--- src/rtl/serial_rx_pkg.sv ---
package serial_rx_pkg;

   typedef enum logic [2:0] {
      ST_IDLE,
      ST_START,
      ST_DATA,
      ST_PAR,
      ST_STOP,
      ST_HUNT,
      ST_BRK
   } rx_state_e;

   typedef enum logic [1:0] {
      PAR_EVEN = 2'd0,
      PAR_ODD  = 2'd1,
      PAR_ZERO = 2'd2,
      PAR_ONE  = 2'd3
   } par_type_e;

   // expected parity bit given the xor of the data bits
   function automatic logic exp_parity(input logic [1:0] ptype, input logic data_xor);
      case (ptype)
         PAR_EVEN: exp_parity = data_xor;
         PAR_ODD:  exp_parity = ~data_xor;
         PAR_ZERO: exp_parity = 1'b0;
         default:  exp_parity = 1'b1;
      endcase
   endfunction

endpackage

--- src/rtl/serial_rx_frame.sv ---
module serial_rx_frame
   import serial_rx_pkg::*;
#(
   parameter int OVS      = 16,
   parameter int MAX_BITS = 8,
   parameter int MIN_BITS = 5,
   parameter int LW       = 2
) (
   input  logic                clk,
   input  logic                rst_n,
   input  logic                tick,
   input  logic                rxd,
   input  logic                cfg_x1,
   input  logic [LW-1:0]       cfg_len,
   input  logic                cfg_par_en,
   input  logic [1:0]          cfg_par_type,
   output logic                done,
   output logic [MAX_BITS-1:0] char_data,
   output logic                char_perr,
   output logic                char_ferr,
   output logic                char_brk,
   output logic                brk_start,
   output logic                brk_end
);

   localparam int CW = $clog2(OVS);
   localparam int IW = $clog2(MAX_BITS);
   localparam logic [CW-1:0] BIT_LAST  = CW'(OVS - 1);
   localparam logic [CW-1:0] HALF_LAST = CW'(OVS / 2 - 1);
   localparam logic [CW-1:0] CONF_LAST = CW'(OVS / 2 - 2);

   rx_state_e             state;
   logic [CW-1:0]         cnt;
   logic [IW-1:0]         idx;
   logic [MAX_BITS-1:0]   shreg;
   logic                  par_q;
   logic                  brk_start_q, brk_end_q;

   logic [CW-1:0]         bit_last;
   logic [CW-1:0]         brk_last;
   logic [IW-1:0]         last_idx;
   logic                  bit_end;

   always_comb begin
      bit_last = cfg_x1 ? '0 : BIT_LAST;
      brk_last = cfg_x1 ? '0 : HALF_LAST;
      last_idx = IW'(MIN_BITS - 1) + IW'(cfg_len);
      bit_end  = tick && (cnt == bit_last);
   end

   always_comb begin
      done      = bit_end && (state == ST_STOP);
      char_data = shreg;
      char_ferr = ~rxd;
      char_perr = cfg_par_en && (par_q != exp_parity(cfg_par_type, ^shreg));
      char_brk  = ~rxd && (shreg == '0) && !(cfg_par_en && par_q);
   end

   always_ff @(posedge clk or negedge rst_n) begin
      if (!rst_n) begin
         state       <= ST_IDLE;
         cnt         <= '0;
         idx         <= '0;
         shreg       <= '0;
         par_q       <= 1'b0;
         brk_start_q <= 1'b0;
         brk_end_q   <= 1'b0;
      end else begin
         brk_start_q <= 1'b0;
         brk_end_q   <= 1'b0;
         case (state)
            ST_IDLE: begin
               if (tick && !rxd) begin
                  state <= cfg_x1 ? ST_DATA : ST_START;
                  cnt   <= '0;
                  idx   <= '0;
                  shreg <= '0;
                  par_q <= 1'b0;
               end
            end
            ST_START: begin
               if (tick) begin
                  if (cnt == CONF_LAST) begin
                     cnt   <= '0;
                     state <= rxd ? ST_IDLE : ST_DATA;
                  end else begin
                     cnt <= cnt + 1'b1;
                  end
               end
            end
            ST_DATA: begin
               if (bit_end) begin
                  cnt        <= '0;
                  shreg[idx] <= rxd;
                  if (idx == last_idx) begin
                     state <= cfg_par_en ? ST_PAR : ST_STOP;
                  end else begin
                     idx <= idx + 1'b1;
                  end
               end else if (tick) begin
                  cnt <= cnt + 1'b1;
               end
            end
            ST_PAR: begin
               if (bit_end) begin
                  cnt   <= '0;
                  par_q <= rxd;
                  state <= ST_STOP;
               end else if (tick) begin
                  cnt <= cnt + 1'b1;
               end
            end
            ST_STOP: begin
               if (bit_end) begin
                  cnt <= '0;
                  if (rxd) begin
                     state <= ST_IDLE;
                  end else if (char_brk) begin
                     state       <= ST_BRK;
                     brk_start_q <= 1'b1;
                  end else begin
                     state <= ST_HUNT;
                  end
               end else if (tick) begin
                  cnt <= cnt + 1'b1;
               end
            end
            ST_HUNT: begin
               if (cfg_x1) begin
                  state <= ST_IDLE;
               end else if (tick) begin
                  if (cnt == HALF_LAST) begin
                     cnt   <= '0;
                     state <= ST_IDLE;
                  end else begin
                     cnt <= cnt + 1'b1;
                  end
               end
            end
            ST_BRK: begin
               if (tick) begin
                  if (!rxd) begin
                     cnt <= '0;
                  end else if (cnt == brk_last) begin
                     cnt       <= '0;
                     state     <= ST_IDLE;
                     brk_end_q <= 1'b1;
                  end else begin
                     cnt <= cnt + 1'b1;
                  end
               end
            end
            default: state <= ST_IDLE;
         endcase
      end
   end

   assign brk_start = brk_start_q;
   assign brk_end   = brk_end_q;

   // data phase entered from the start check only while the line is low
   p_start_confirm_r4: assert property (@(posedge clk) disable iff (!rst_n)
      (state == ST_DATA && $past(state) == ST_START) |-> $past(!rxd));

   // the hunt wait follows only a stop bit sampled low
   p_hunt_after_ferr_r5: assert property (@(posedge clk) disable iff (!rst_n)
      (state == ST_HUNT && $past(state) != ST_HUNT) |-> $past(state == ST_STOP && !rxd));

   // idle goes straight to data only in 1X mode
   p_x1_direct_r9: assert property (@(posedge clk) disable iff (!rst_n)
      (state == ST_DATA && $past(state) == ST_IDLE) |-> $past(cfg_x1));

   // break end only ever leaves the break state
   p_brk_end_src_r6: assert property (@(posedge clk) disable iff (!rst_n)
      brk_end |-> ($past(state) == ST_BRK && state == ST_IDLE));

endmodule

--- src/rtl/serial_rx_hold.sv ---
module serial_rx_hold #(
   parameter int MAX_BITS = 8
) (
   input  logic                clk,
   input  logic                rst_n,
   input  logic                done,
   input  logic [MAX_BITS-1:0] in_data,
   input  logic                in_perr,
   input  logic                in_ferr,
   input  logic                ack,
   output logic                full,
   output logic [MAX_BITS-1:0] out_data,
   output logic                out_perr,
   output logic                out_ferr,
   output logic                out_ovr
);

   always_ff @(posedge clk or negedge rst_n) begin
      if (!rst_n) begin
         full     <= 1'b0;
         out_data <= '0;
         out_perr <= 1'b0;
         out_ferr <= 1'b0;
         out_ovr  <= 1'b0;
      end else if (done) begin
         full     <= 1'b1;
         out_data <= in_data;
         out_perr <= in_perr;
         out_ferr <= in_ferr;
         out_ovr  <= full && !ack;
      end else if (ack) begin
         full <= 1'b0;
      end
   end

   // unread character overwritten sets the overrun flag
   p_ovr_set_r8: assert property (@(posedge clk) disable iff (!rst_n)
      (done && full && !ack) |=> (full && out_ovr));

   // a plain acknowledge empties the holding register
   p_ack_clear_r8: assert property (@(posedge clk) disable iff (!rst_n)
      (ack && !done) |=> !full);

endmodule

--- src/rtl/serial_rx_cmp.sv ---
module serial_rx_cmp #(
   parameter int MAX_BITS = 8,
   parameter int MIN_BITS = 5,
   parameter int LW       = 2
) (
   input  logic                clk,
   input  logic                rst_n,
   input  logic                done,
   input  logic                is_brk,
   input  logic [LW-1:0]       cfg_len,
   input  logic                cmp_en,
   input  logic [MAX_BITS-1:0] cmp_value,
   input  logic [MAX_BITS-1:0] char_data,
   output logic                match
);

   logic [MAX_BITS-1:0] mask;
   logic                eq;

   always_comb begin
      for (int i = 0; i < MAX_BITS; i++) begin
         mask[i] = (i < MIN_BITS + int'(cfg_len));
      end
      eq = (((char_data ^ cmp_value) & mask) == '0);
   end

   always_ff @(posedge clk or negedge rst_n) begin
      if (!rst_n) match <= 1'b0;
      else        match <= done && cmp_en && !is_brk && eq;
   end

   // a match strobe is only produced when compare was enabled
   p_match_en_r7: assert property (@(posedge clk) disable iff (!rst_n)
      match |-> $past(cmp_en && done));

endmodule

--- src/rtl/serial_rx_brk.sv ---
module serial_rx_brk
   import serial_rx_pkg::*;
#(
   parameter int OVS      = 16,
   parameter int MAX_BITS = 8,
   parameter int MIN_BITS = 5,
   parameter bit HAS_CMP  = 1'b1
) (
   input  logic       clk,
   input  logic       rst_n,
   input  logic       sample_en,
   input  logic       rx_line,
   input  logic       cfg_x1,
   input  logic [1:0] cfg_len,
   input  logic       cfg_par_en,
   input  logic [1:0] cfg_par_type,
   input  logic       cmp_en,
   input  logic [7:0] cmp_value,
   input  logic       rx_ack,
   output logic       rx_valid,
   output logic [7:0] rx_data,
   output logic       rx_perr,
   output logic       rx_ferr,
   output logic       rx_ovr,
   output logic       brk_start,
   output logic       brk_end,
   output logic       cmp_match
);

   localparam int LW = 2;

   if (OVS < 4 || (OVS & (OVS - 1)) != 0) begin : g_bad_ovs
      $error("OVS must be a power of two of at least 4");
   end
   if (MAX_BITS != 8 || MIN_BITS < 1 || MIN_BITS + 3 != MAX_BITS) begin : g_bad_len
      $error("character length range must be MIN_BITS..MIN_BITS+3 with MAX_BITS 8");
   end

   logic                done;
   logic [MAX_BITS-1:0] char_data;
   logic                char_perr, char_ferr, char_brk;

   serial_rx_frame #(
      .OVS(OVS), .MAX_BITS(MAX_BITS), .MIN_BITS(MIN_BITS), .LW(LW)
   ) u_frame (
      .clk(clk), .rst_n(rst_n), .tick(sample_en), .rxd(rx_line),
      .cfg_x1(cfg_x1), .cfg_len(cfg_len), .cfg_par_en(cfg_par_en),
      .cfg_par_type(cfg_par_type), .done(done), .char_data(char_data),
      .char_perr(char_perr), .char_ferr(char_ferr), .char_brk(char_brk),
      .brk_start(brk_start), .brk_end(brk_end)
   );

   serial_rx_hold #(.MAX_BITS(MAX_BITS)) u_hold (
      .clk(clk), .rst_n(rst_n), .done(done), .in_data(char_data),
      .in_perr(char_perr), .in_ferr(char_ferr), .ack(rx_ack),
      .full(rx_valid), .out_data(rx_data), .out_perr(rx_perr),
      .out_ferr(rx_ferr), .out_ovr(rx_ovr)
   );

   if (HAS_CMP) begin : g_cmp
      serial_rx_cmp #(.MAX_BITS(MAX_BITS), .MIN_BITS(MIN_BITS), .LW(LW)) u_cmp (
         .clk(clk), .rst_n(rst_n), .done(done), .is_brk(char_brk),
         .cfg_len(cfg_len), .cmp_en(cmp_en), .cmp_value(cmp_value),
         .char_data(char_data), .match(cmp_match)
      );
   end else begin : g_no_cmp
      logic unused_cmp;
      assign unused_cmp = cmp_en ^ (^cmp_value);
      assign cmp_match  = 1'b0;
   end

   // break start comes with a held zero character flagged as framing error
   p_brk_char_r6: assert property (@(posedge clk) disable iff (!rst_n)
      brk_start |-> (rx_valid && rx_ferr && rx_data == '0));

   // start and end of a break never coincide
   p_brk_excl_r6: assert property (@(posedge clk) disable iff (!rst_n)
      !(brk_start && brk_end));

   // a match never accompanies a break and always has a held character
   p_match_held_r7: assert property (@(posedge clk) disable iff (!rst_n)
      cmp_match |-> (rx_valid && !brk_start));

endmodule

--- config.mk ---
export PLATFORM = sky130hd
export DESIGN_NAME = serial_rx_brk
export DESIGN_NICKNAME = d
export VERILOG_FILES = /design/src/rtl/serial_rx_pkg.sv /design/src/rtl/serial_rx_frame.sv /design/src/rtl/serial_rx_hold.sv /design/src/rtl/serial_rx_cmp.sv /design/src/rtl/serial_rx_brk.sv
export SDC_FILE = /design/constraint.sdc
export NUM_CORES = 1
export LEC_CHECK = 0
export ABC_AREA = 1
export BUFFER_PORTS_ARGS = -buffer_cell sky130_fd_sc_hd__buf_2
export CAP_MARGIN = 10
export CORE_MARGIN = 5
export CORE_UTILIZATION = 45
export CTS_CLUSTER_SIZE = 25
export DETAILED_ROUTE_END_ITERATION = 10
export PLACE_DENSITY = 0.76
export RECOVER_POWER = 50
export SYNTH_ARGS = -nofsm -noshare
export SYNTH_HDL_FRONTEND = slang
export SYNTH_SLANG_ARGS = --single-unit
--- constraint.sdc ---
create_clock -name clk -period 4.35 [get_ports clk]
set_input_delay 0.435 -clock clk [delete_from_list [all_inputs] [get_ports clk]]
set_output_delay 0.435 -clock clk [all_outputs]
set_load 0.005 [all_outputs]
==> results.rst, run 1 <==
.. list-table::
   :header-rows: 1

   * - Metric
     - Value
   * - Run status
     - finished with violations
   * - Violations in the final reports
     - max-capacitance violations, max-slew violations
   * - Initial antenna violation count
     - 0
   * - GRT Total Usage
     - 16.0%
   * - Worst hold slack
     - 0.355 ns
   * - Total cell area at the placement stage
     - 0.00258 mm²
   * - Largest net degree at the start of global routing
     - 35
   * - Stage delay of the slowest cell on the critical path
     - 0.60 ns
   * - Max Transition Viols Final
     - 35
   * - Avg Vias per Cell
     - 5.11
   * - Clock network fraction of design power
     - 27.1%
   * - Gate count of the mapped netlist
     - 324
   * - Slew at the pin with the worst max-slew slack
     - 1.82 ns
   * - Number of flops mapped to enable cells by yosys
     - 0
   * - Worst Skew
     - 0.00732 ns
   * - Most common cell after layout, fill and taps aside
     - sky130_fd_sc_hd__nand2_1
   * - Int Power
     - 0.000767 W
   * - Cell leakage power
     - 1.47 nW
   * - Hold Path Class
     - in -> reg
   * - Core area
     - 0.00514 mm²
   * - Setup_tns
     - 0 ns
   * - Post-Route WL
     - 5210 µm
   * - Share of the yosys chip area belonging to registers
     - 35.5%
   * - IO Port Bufs
     - 34
   * - Library cells used by synthesis
     - 34
   * - Syn Nets
     - 351
   * - Final routed wire length divided by cell count
     - 12.2 µm
   * - Most instantiated flip-flop cell in the synthesis netlist
     - sky130_fd_sc_hd__dfrtp_1
   * - Initial DRT Pass Iterations
     - 4
   * - Startpoint-to-endpoint class of the critical path
     - reg -> reg
   * - First-pass GRT wire length
     - 9320 µm
   * - Peak fanout along the critical path
     - 12
   * - Num rows
     - 26
   * - Hpwl dp
     - 3960 µm
   * - Shortest period the worst path allows
     - 1.76 ns
   * - Critical path required time
     - 4.52 ns
   * - X dimension of the die
     - 83.0 µm
   * - Placer Congestion
     - 0.922
   * - Highest clock frequency the design can meet
     - 567 MHz
   * - Data arrival time of the worst path
     - 1.94 ns
   * - Number of remaining DRC errors
     - 0
   * - Register clock-pin slew on the reported worst setup and hold paths
     - 0.08 ns
   * - Vias in the first global route
     - 2083
   * - Clock root cell
     - sky130_fd_sc_hd__clkbuf_8
   * - Clock tree buffer depth
     - 2
   * - Power density over cell area
     - 477 mW/mm²
   * - Worst-skew pair later-pin latency
     - 0.28 ns
   * - Delay-heaviest family, CP
     - simple AND/OR/NAND/NOR gates
   * - Layout Area Growth over Synthesis
     - 13.4%
   * - Number of post-CTS setup repair buffers
     - 0
   * - Yosys synthesis warning count
     - 0
   * - Most used cells in the layout excluding fill and tap cells
     - 88 x sky130_fd_sc_hd__nand2_1, 36 x sky130_fd_sc_hd__inv_1, 34 x sky130_fd_sc_hd__dfrtp_1, 31 x sky130_fd_sc_hd__buf_2, 28 x sky130_fd_sc_hd__nor2_1
   * - Starting Density
     - 46.6%
   * - Clock H-tree levels
     - 2
   * - Overflow left after global routing
     - 0
   * - Critical Path Sink Type
     - flip-flop
   * - Tightest slew margin relative to the limit
     - -21.4%
   * - Total number of clock tree sinks
     - 34
   * - Die ar.
     - 0.00688 mm²
   * - Post-route clock period utilization
     - 40.6%
   * - Maximum VDD drop
     - 0.195 mV
   * - Total of endpoints with negative setup slack in the final report
     - 0
   * - Switching part of the total
     - 40.8%
   * - Power spent charging and discharging nets
     - 0.000529 W
   * - Flop and latch count out of synthesis
     - 34
   * - DRT antenna net count
     - 0
   * - Detailed-route via count
     - 2180
   * - Async set-or-reset flop fraction in the synthesized netlist
     - 100%
   * - Number of nets in the layout
     - 383
   * - Proportion of power drawn by combinational gates
     - 39.3%
   * - # IOs
     - 35
   * - Slowest stage cell, crit path
     - sky130_fd_sc_hd__dfrtp_1
   * - # diodes
     - 0
   * - Final hold violations
     - 0
   * - Setup repair after global routing missed its margin
     - no
   * - Most repeated library cell on the critical path
     - sky130_fd_sc_hd__nand2_1
   * - Die outline height
     - 83.0 µm
   * - Fraction of layout cells with a size suffix above 1
     - 23.2%
   * - Part of the power in registers
     - 33.6%
   * - Cell Chain, Critical Path
     - inv_1 > nand3_2 > inv_1 > nand2_1 > nand2_1 > nor2_4 > nand2_2 > nand2_1 > nand2_1
   * - Number of instances resized during post-cts repair
     - 0
   * - Number of clock buffers inserted by TritonCTS
     - 5
   * - Final instance area
     - 0.00272 mm²
   * - Iteration-0 DRC count of the detailed router
     - 132
   * - MaxCap Viol Count
     - 1
   * - TritonCTS clock tree
     - yes
   * - Average size of a mapped cell
     - 7.39 µm²
   * - Count of hold-fix buffers inserted at cts
     - 0
   * - Post-synthesis instance area
     - 0.00239 mm²
   * - Critical Path Start Type
     - flip-flop
   * - Count of buffer and inverter cells on the critical path
     - 2
-- stage by stage --
stage / power, W / utilization, % / setup slack [ns] / cells
2_1_floorplan: 0.000849 / - / 2.84 / 324
5_1_grt: 0.00139 / 52.8 / 2.19 / 427
4_1_cts: 0.00130 / 52.9 / 2.61 / 427
3_5_place_dp: 0.000947 / 50.2 / 2.55 / 419
6_report: 0.00130 / 52.8 / 2.59 / 427
3_3_place_gp: 0.000938 / 50.2 / 2.63 / 419
-- per-layer routing --
metal  vias up  wire length (µm)  track usage (%)
li1       1097                 -                -
met1       999              2330             20.3
met2        65              2440             25.3
met3        19               289             3.96
met4         0               151             7.58
met5         -                 0                0
-- cell families after synthesis --
family	synth area share [%]
xor+xnor	4.02
fa+ha+maj	3.66
buf+inv	9.35
compound gates	10.1
flops	35.5
simple gates	37.4
-- power by group through the flow --
stage / registers (W) / clock network, W / logic, W
final: 0.000436 / 0.000351 / 0.000509
after global routing: 0.000446 / 0.000373 / 0.000574
after CTS: 0.000433 / 0.000358 / 0.000510
after detailed placement: 0.000439 / 0 / 0.000508
after global placement: 0.000437 / 0 / 0.000500
after floorplan: 0.000401 / 0 / 0.000449
-- worst register-to-register path: stages (launching register included) --
cell and delay, ns:
sky130_fd_sc_hd__dfrtp_1 0.60, sky130_fd_sc_hd__inv_1 0.15, sky130_fd_sc_hd__nand3_2 0.24, sky130_fd_sc_hd__inv_1 0.13
sky130_fd_sc_hd__nand2_1 0.11, sky130_fd_sc_hd__nand2_1 0.10, sky130_fd_sc_hd__nor2_4 0.15, sky130_fd_sc_hd__nand2_2 0.07
sky130_fd_sc_hd__nand2_1 0.06, sky130_fd_sc_hd__nand2_1 0.05
-- sequential cells by signal, summed over array words and instances, names as in the netlist --
signal,flops
g_cmp.u_cmp.match,1
u_frame.brk_end,1
u_frame.brk_start,1
u_frame.char_data,8
u_frame.cnt,4
u_frame.idx,3
u_frame.par_q,1
u_frame.state,3
u_hold.full,1
u_hold.out_data,8
u_hold.out_ferr,1
u_hold.out_ovr,1
u_hold.out_perr,1
-- cells in the mapped netlist, types with 3 or more instances --
| library cell | number | area share, % |
|---|---|---|
| sky130_fd_sc_hd__o21ai_0 | 6 | 1.3 |
| sky130_fd_sc_hd__nand2_1 | 88 | 14 |
| sky130_fd_sc_hd__xor2_1 | 6 | 2.2 |
| sky130_fd_sc_hd__dfrtp_1 | 34 | 36 |
| sky130_fd_sc_hd__nand3_1 | 25 | 5.2 |
| sky130_fd_sc_hd__buf_4 | 5 | 1.6 |
| sky130_fd_sc_hd__nor2_4 | 7 | 3.3 |
| sky130_fd_sc_hd__a21oi_1 | 3 | 0.63 |
| sky130_fd_sc_hd__nor3_1 | 6 | 1.3 |
| sky130_fd_sc_hd__nand2_2 | 13 | 3.4 |
| sky130_fd_sc_hd__ha_1 | 7 | 3.7 |
| sky130_fd_sc_hd__nand4_1 | 10 | 2.6 |
| sky130_fd_sc_hd__xnor2_1 | 5 | 1.8 |
| sky130_fd_sc_hd__inv_2 | 5 | 0.78 |
| sky130_fd_sc_hd__o21ai_2 | 10 | 3.7 |
| sky130_fd_sc_hd__inv_1 | 36 | 5.6 |
| sky130_fd_sc_hd__nor2_1 | 28 | 4.4 |
| sky130_fd_sc_hd__o21ai_1 | 8 | 1.7 |
-- path summary, 6_finish.rpt --
kind	to	slack [ns]	start	cells after the start
setup reg to reg	u_frame.state[1]	2.59	u_frame.state[2]	9
max in group asynchronous	u_frame.brk_start	2.67	rst_n	1
hold / removal	u_hold.out_ovr	0.36	rx_ack	2
hold reg to reg	u_hold.out_data[4]	0.48	u_hold.out_data[4]	2
setup / recovery	u_frame.state[1]	2.59	u_frame.state[2]	9
min in group asynchronous	u_frame.cnt[1]	0.63	rst_n	1
-- area by class of cell --
type	instances	area [µm²]
Tap cell	70	87.6
Clock inverter	3	68.8
Timing Repair Buffer	34	166
Multi-Input combinational cell	240	1320
Clock buffer	5	68.8
Inverter	41	154
Sequential cell	34	851
Fill cell	501	2420
Note: power is estimated with default switching activity, not from simulation.
==> run 2: changes to the inputs <==
ABC_AREA = 0   (was 1)
PLACE_DENSITY = 0.8   (was 0.76)
clock period = 1.5 ns   (was 4.35 ns; I/O delays follow)
==> results.rst, run 2 <==
.. list-table::
   :header-rows: 1

   * - Metric
     - Value
   * - X dimension of the die
     - 78.9 µm
   * - Library cells used by synthesis
     - 48
   * - Clock H-tree levels
     - 2
   * - TritonCTS clock tree
     - yes
   * - Layout Area Growth over Synthesis
     - 62.1%
   * - Slew at the pin with the worst max-slew slack
     - 0.888 ns
   * - Most instantiated flip-flop cell in the synthesis netlist
     - sky130_fd_sc_hd__dfrtp_1
   * - Worst reg-to-reg path cell count
     - 5
   * - Number of clock buffers inserted by TritonCTS
     - 5
   * - Yosys top cell area share
     - 39.9%
   * - Hold Path Class
     - in -> reg
   * - Total number of clock tree sinks
     - 34
   * - Post-synthesis instance area
     - 0.00213 mm²
   * - IO Port Bufs
     - 34
   * - R2r endpoint
     - u_frame.char_data[0]
   * - Detailed-route via count
     - 2544
   * - Slowest stage cell, crit path
     - sky130_fd_sc_hd__or4_4
   * - Num rows
     - 25
   * - Filler Cells Inserted
     - 275
   * - Most common cell after layout, fill and taps aside
     - sky130_fd_sc_hd__buf_4
   * - Shortest period the worst path allows
     - 2.05 ns
   * - Starting Density
     - 45.8%
   * - Average size of a mapped cell
     - 8.53 µm²
   * - Flop and latch count out of synthesis
     - 34
   * - Tightest slew margin relative to the limit
     - 40.8%
   * - Critical Path Sink Type
     - flip-flop
   * - Number of flops mapped to enable cells by yosys
     - 0
   * - Final hold violations
     - 0
   * - Hold wc startpoint
     - cmp_en
   * - Stage delay of the slowest cell on the critical path
     - 0.60 ns
   * - Yosys synthesis warning count
     - 0
   * - Hold Path Depth
     - 3
   * - First-pass GRT wire length
     - 10800 µm
   * - Register clock-pin slew on the reported worst setup and hold paths
     - 0.08 ns
   * - Largest net degree at the start of global routing
     - 16
   * - DRT antenna net count
     - 0
   * - Number of nets in the layout
     - 382
   * - Worst-skew pair later-pin latency
     - 0.30 ns
   * - Highest clock frequency the design can meet
     - 489 MHz
   * - Post-route clock period utilization
     - 136%
   * - Clock tree buffer depth
     - 2
   * - Avg Vias per Cell
     - 6.20
   * - Top cell type by total area after synthesis
     - sky130_fd_sc_hd__dfrtp_1
   * - Violations in the final reports
     - negative setup slack
   * - Number of remaining DRC errors
     - 0
   * - Placer Congestion
     - 0.844
   * - Startpoint-to-endpoint class of the critical path
     - reg -> reg
   * - Initial DRT Pass Iterations
     - 5
   * - GRT Total Usage
     - 21.9%
   * - Launching point of the worst reg2reg path
     - u_frame.cnt[2]
   * - Clock root cell
     - sky130_fd_sc_hd__clkbuf_8
   * - Worst hold slack
     - 0.132 ns
   * - Cell types occupying the most area after synthesis
     - sky130_fd_sc_hd__dfrtp_1 40%, sky130_fd_sc_hd__nand2_1 6.0%, sky130_fd_sc_hd__o21ai_1 5.4%
   * - Die ar.
     - 0.00622 mm²
   * - Iteration-0 DRC count of the detailed router
     - 280
   * - Maximum VDD drop
     - 0.880 mV
   * - Worst-case setup margin in the final layout
     - -0.546 ns
   * - Overflow left after global routing
     - 0
   * - Die outline height
     - 78.9 µm
   * - Power density over cell area
     - 1650 mW/mm²
   * - Async set-or-reset flop fraction in the synthesized netlist
     - 100%
   * - Max Transition Viols Final
     - 0
   * - Data arrival time of the worst path
     - 2.25 ns
   * - Critical path required time
     - 1.71 ns
   * - Area occupied by registers
     - 855 µm²
   * - Initial antenna violation count
     - 0
   * - Top post-synthesis cells by count
     - 34 x sky130_fd_sc_hd__dfrtp_1, 34 x sky130_fd_sc_hd__nand2_1, 23 x sky130_fd_sc_hd__o21ai_1
   * - MaxCap Viol Count
     - 0
   * - # IOs
     - 35
   * - Syn Nets
     - 277
   * - Final routed wire length divided by cell count
     - 20.6 µm
   * - Most used cells in the layout excluding fill and tap cells
     - 65 x sky130_fd_sc_hd__buf_4, 33 x sky130_fd_sc_hd__buf_2, 31 x sky130_fd_sc_hd__dfrtp_1, 22 x sky130_fd_sc_hd__nand2_1, 20 x sky130_fd_sc_hd__o21ai_2
   * - Total of endpoints with negative setup slack in the final report
     - 33
   * - Vias in the first global route
     - 2325
   * - FF-to-FF setup slack
     - -0.55 ns
   * - Hold worst-path end
     - g_cmp.u_cmp.match
   * - Critical Path Start Type
     - flip-flop
   * - Setup repair after global routing missed its margin
     - yes
   * - Pre-CTS WS
     - -0.359 ns
   * - Peak fanout along the critical path
     - 4
   * - Post-Route WL
     - 8450 µm
   * - Fraction of layout cells with a size suffix above 1
     - 52.2%
   * - Core area
     - 0.00466 mm²
   * - Gate count of the mapped netlist
     - 250
   * - Run status
     - finished with violations
   * - Area occupied by multi-input gates
     - 0.00149 mm²
   * - Worst Skew
     - 0.00511 ns
   * - Hpwl dp
     - 4330 µm
   * - Share of the yosys chip area belonging to registers
     - 39.9%
   * - Cell leakage power
     - 1.60 nW
   * - # diodes
     - 0
   * - Cell Chain, Critical Path
     - nor4b_4 > buf_4 > a22oi_2 > or4_4 > o31ai_4
==> run 2: critical path, delay by kind of cell, from the launching register on <==
family                 cells  cell delay, ns
AO/OA/AOI/OAI              2            0.35
buffers and inverters      1            0.17
flip-flops                 1            0.45
AND/OR/NAND/NOR            2            0.98
==> run 2: routing by layer <==
metal	vias up	GRT usage (%)	part of all wire [%]
met5	-	0	0
met4	0	8.42	5.6
met3	42	4.42	6.9
met2	175	41.1	52
met1	1239	24.1	36
li1	1088	-	-
==> run 2: layout make-up <==
| type | count | share of cell area (%) |
|---|---|---|
| multi-input cells | 188 | 43.2 |
| flip-flops and latches | 34 | 24.7 |
| repair buffers | 111 | 24.5 |
| clock buffers | 5 | 1.99 |
| clock inverters | 3 | 1.99 |
| well taps | 54 | 1.95 |
| inverters | 15 | 1.63 |
==> run 2: through the flow <==
stage | setup TNS, ns | util, % | instance area [µm²] | cells | total power [W]
2_1_floorplan | -2.36 | - | 2180 | 250 | 0.00276
3_3_place_gp | -6.07 | 61.0 | 2850 | 390 | 0.00372
3_5_place_dp | -7.56 | 61.0 | 2850 | 390 | 0.00380
4_1_cts | -9.36 | 67.2 | 3130 | 402 | 0.00509
5_1_grt | -12.89 | 74.2 | 3460 | 410 | 0.00599
6_report | -10.93 | 74.2 | 3460 | 410 | 0.00571
==> run 2: repair_timing <==
| action | CTS | global route |
|---|---|---|
| endpoints found under the setup margin | 33 | 33 |
| gates resized for setup | 29 | 54 |
| gates cloned | 1 | 2 |
| pin swaps | 24 | 26 |
| endpoints found under the hold margin | 13 | 0 |
| hold buffers | 1 | 0 |
| buffers inserted | 4 | 8 |
==> run 2: cells by family (layout without fill, tap and decap cells) <==
| group | Yosys count | in the layout | share of synthesized area [%] |
|---|---|---|---|
| AO/OA/AOI/OAI | 71 | 71 | 20.4 |
| XOR/XNOR | 14 | 14 | 5.75 |
| adder cells (fa/ha/maj) | 7 | 7 | 4.11 |
| buffers and inverters | 28 | 134 | 5.51 |
| flip-flops | 34 | 34 | 39.9 |
| multiplexers | 5 | 5 | 2.52 |
| AND/OR/NAND/NOR | 91 | 91 | 21.8 |
==> run 2: where the power goes <==
part,switching (W),internal [W]
combinational,0.00171,0.00160
sequential,0.000227,0.00110
clock,0.000400,0.000667
total,0.00234,0.00337
==> run 2: how the worst max path moves through the flow <==
stage | start | end | cells past startpoint
after global routing | u_frame.char_data[7] | u_frame.state[1] | 8
after CTS | u_frame.cnt[0] | u_frame.char_data[0] | 5
after floorplan | u_frame.cnt[0] | u_frame.state[0] | 8
final | u_frame.cnt[2] | u_frame.char_data[0] | 5
after detailed placement | u_frame.cnt[0] | u_frame.state[1] | 8
after global placement | u_frame.cnt[0] | u_frame.state[0] | 8
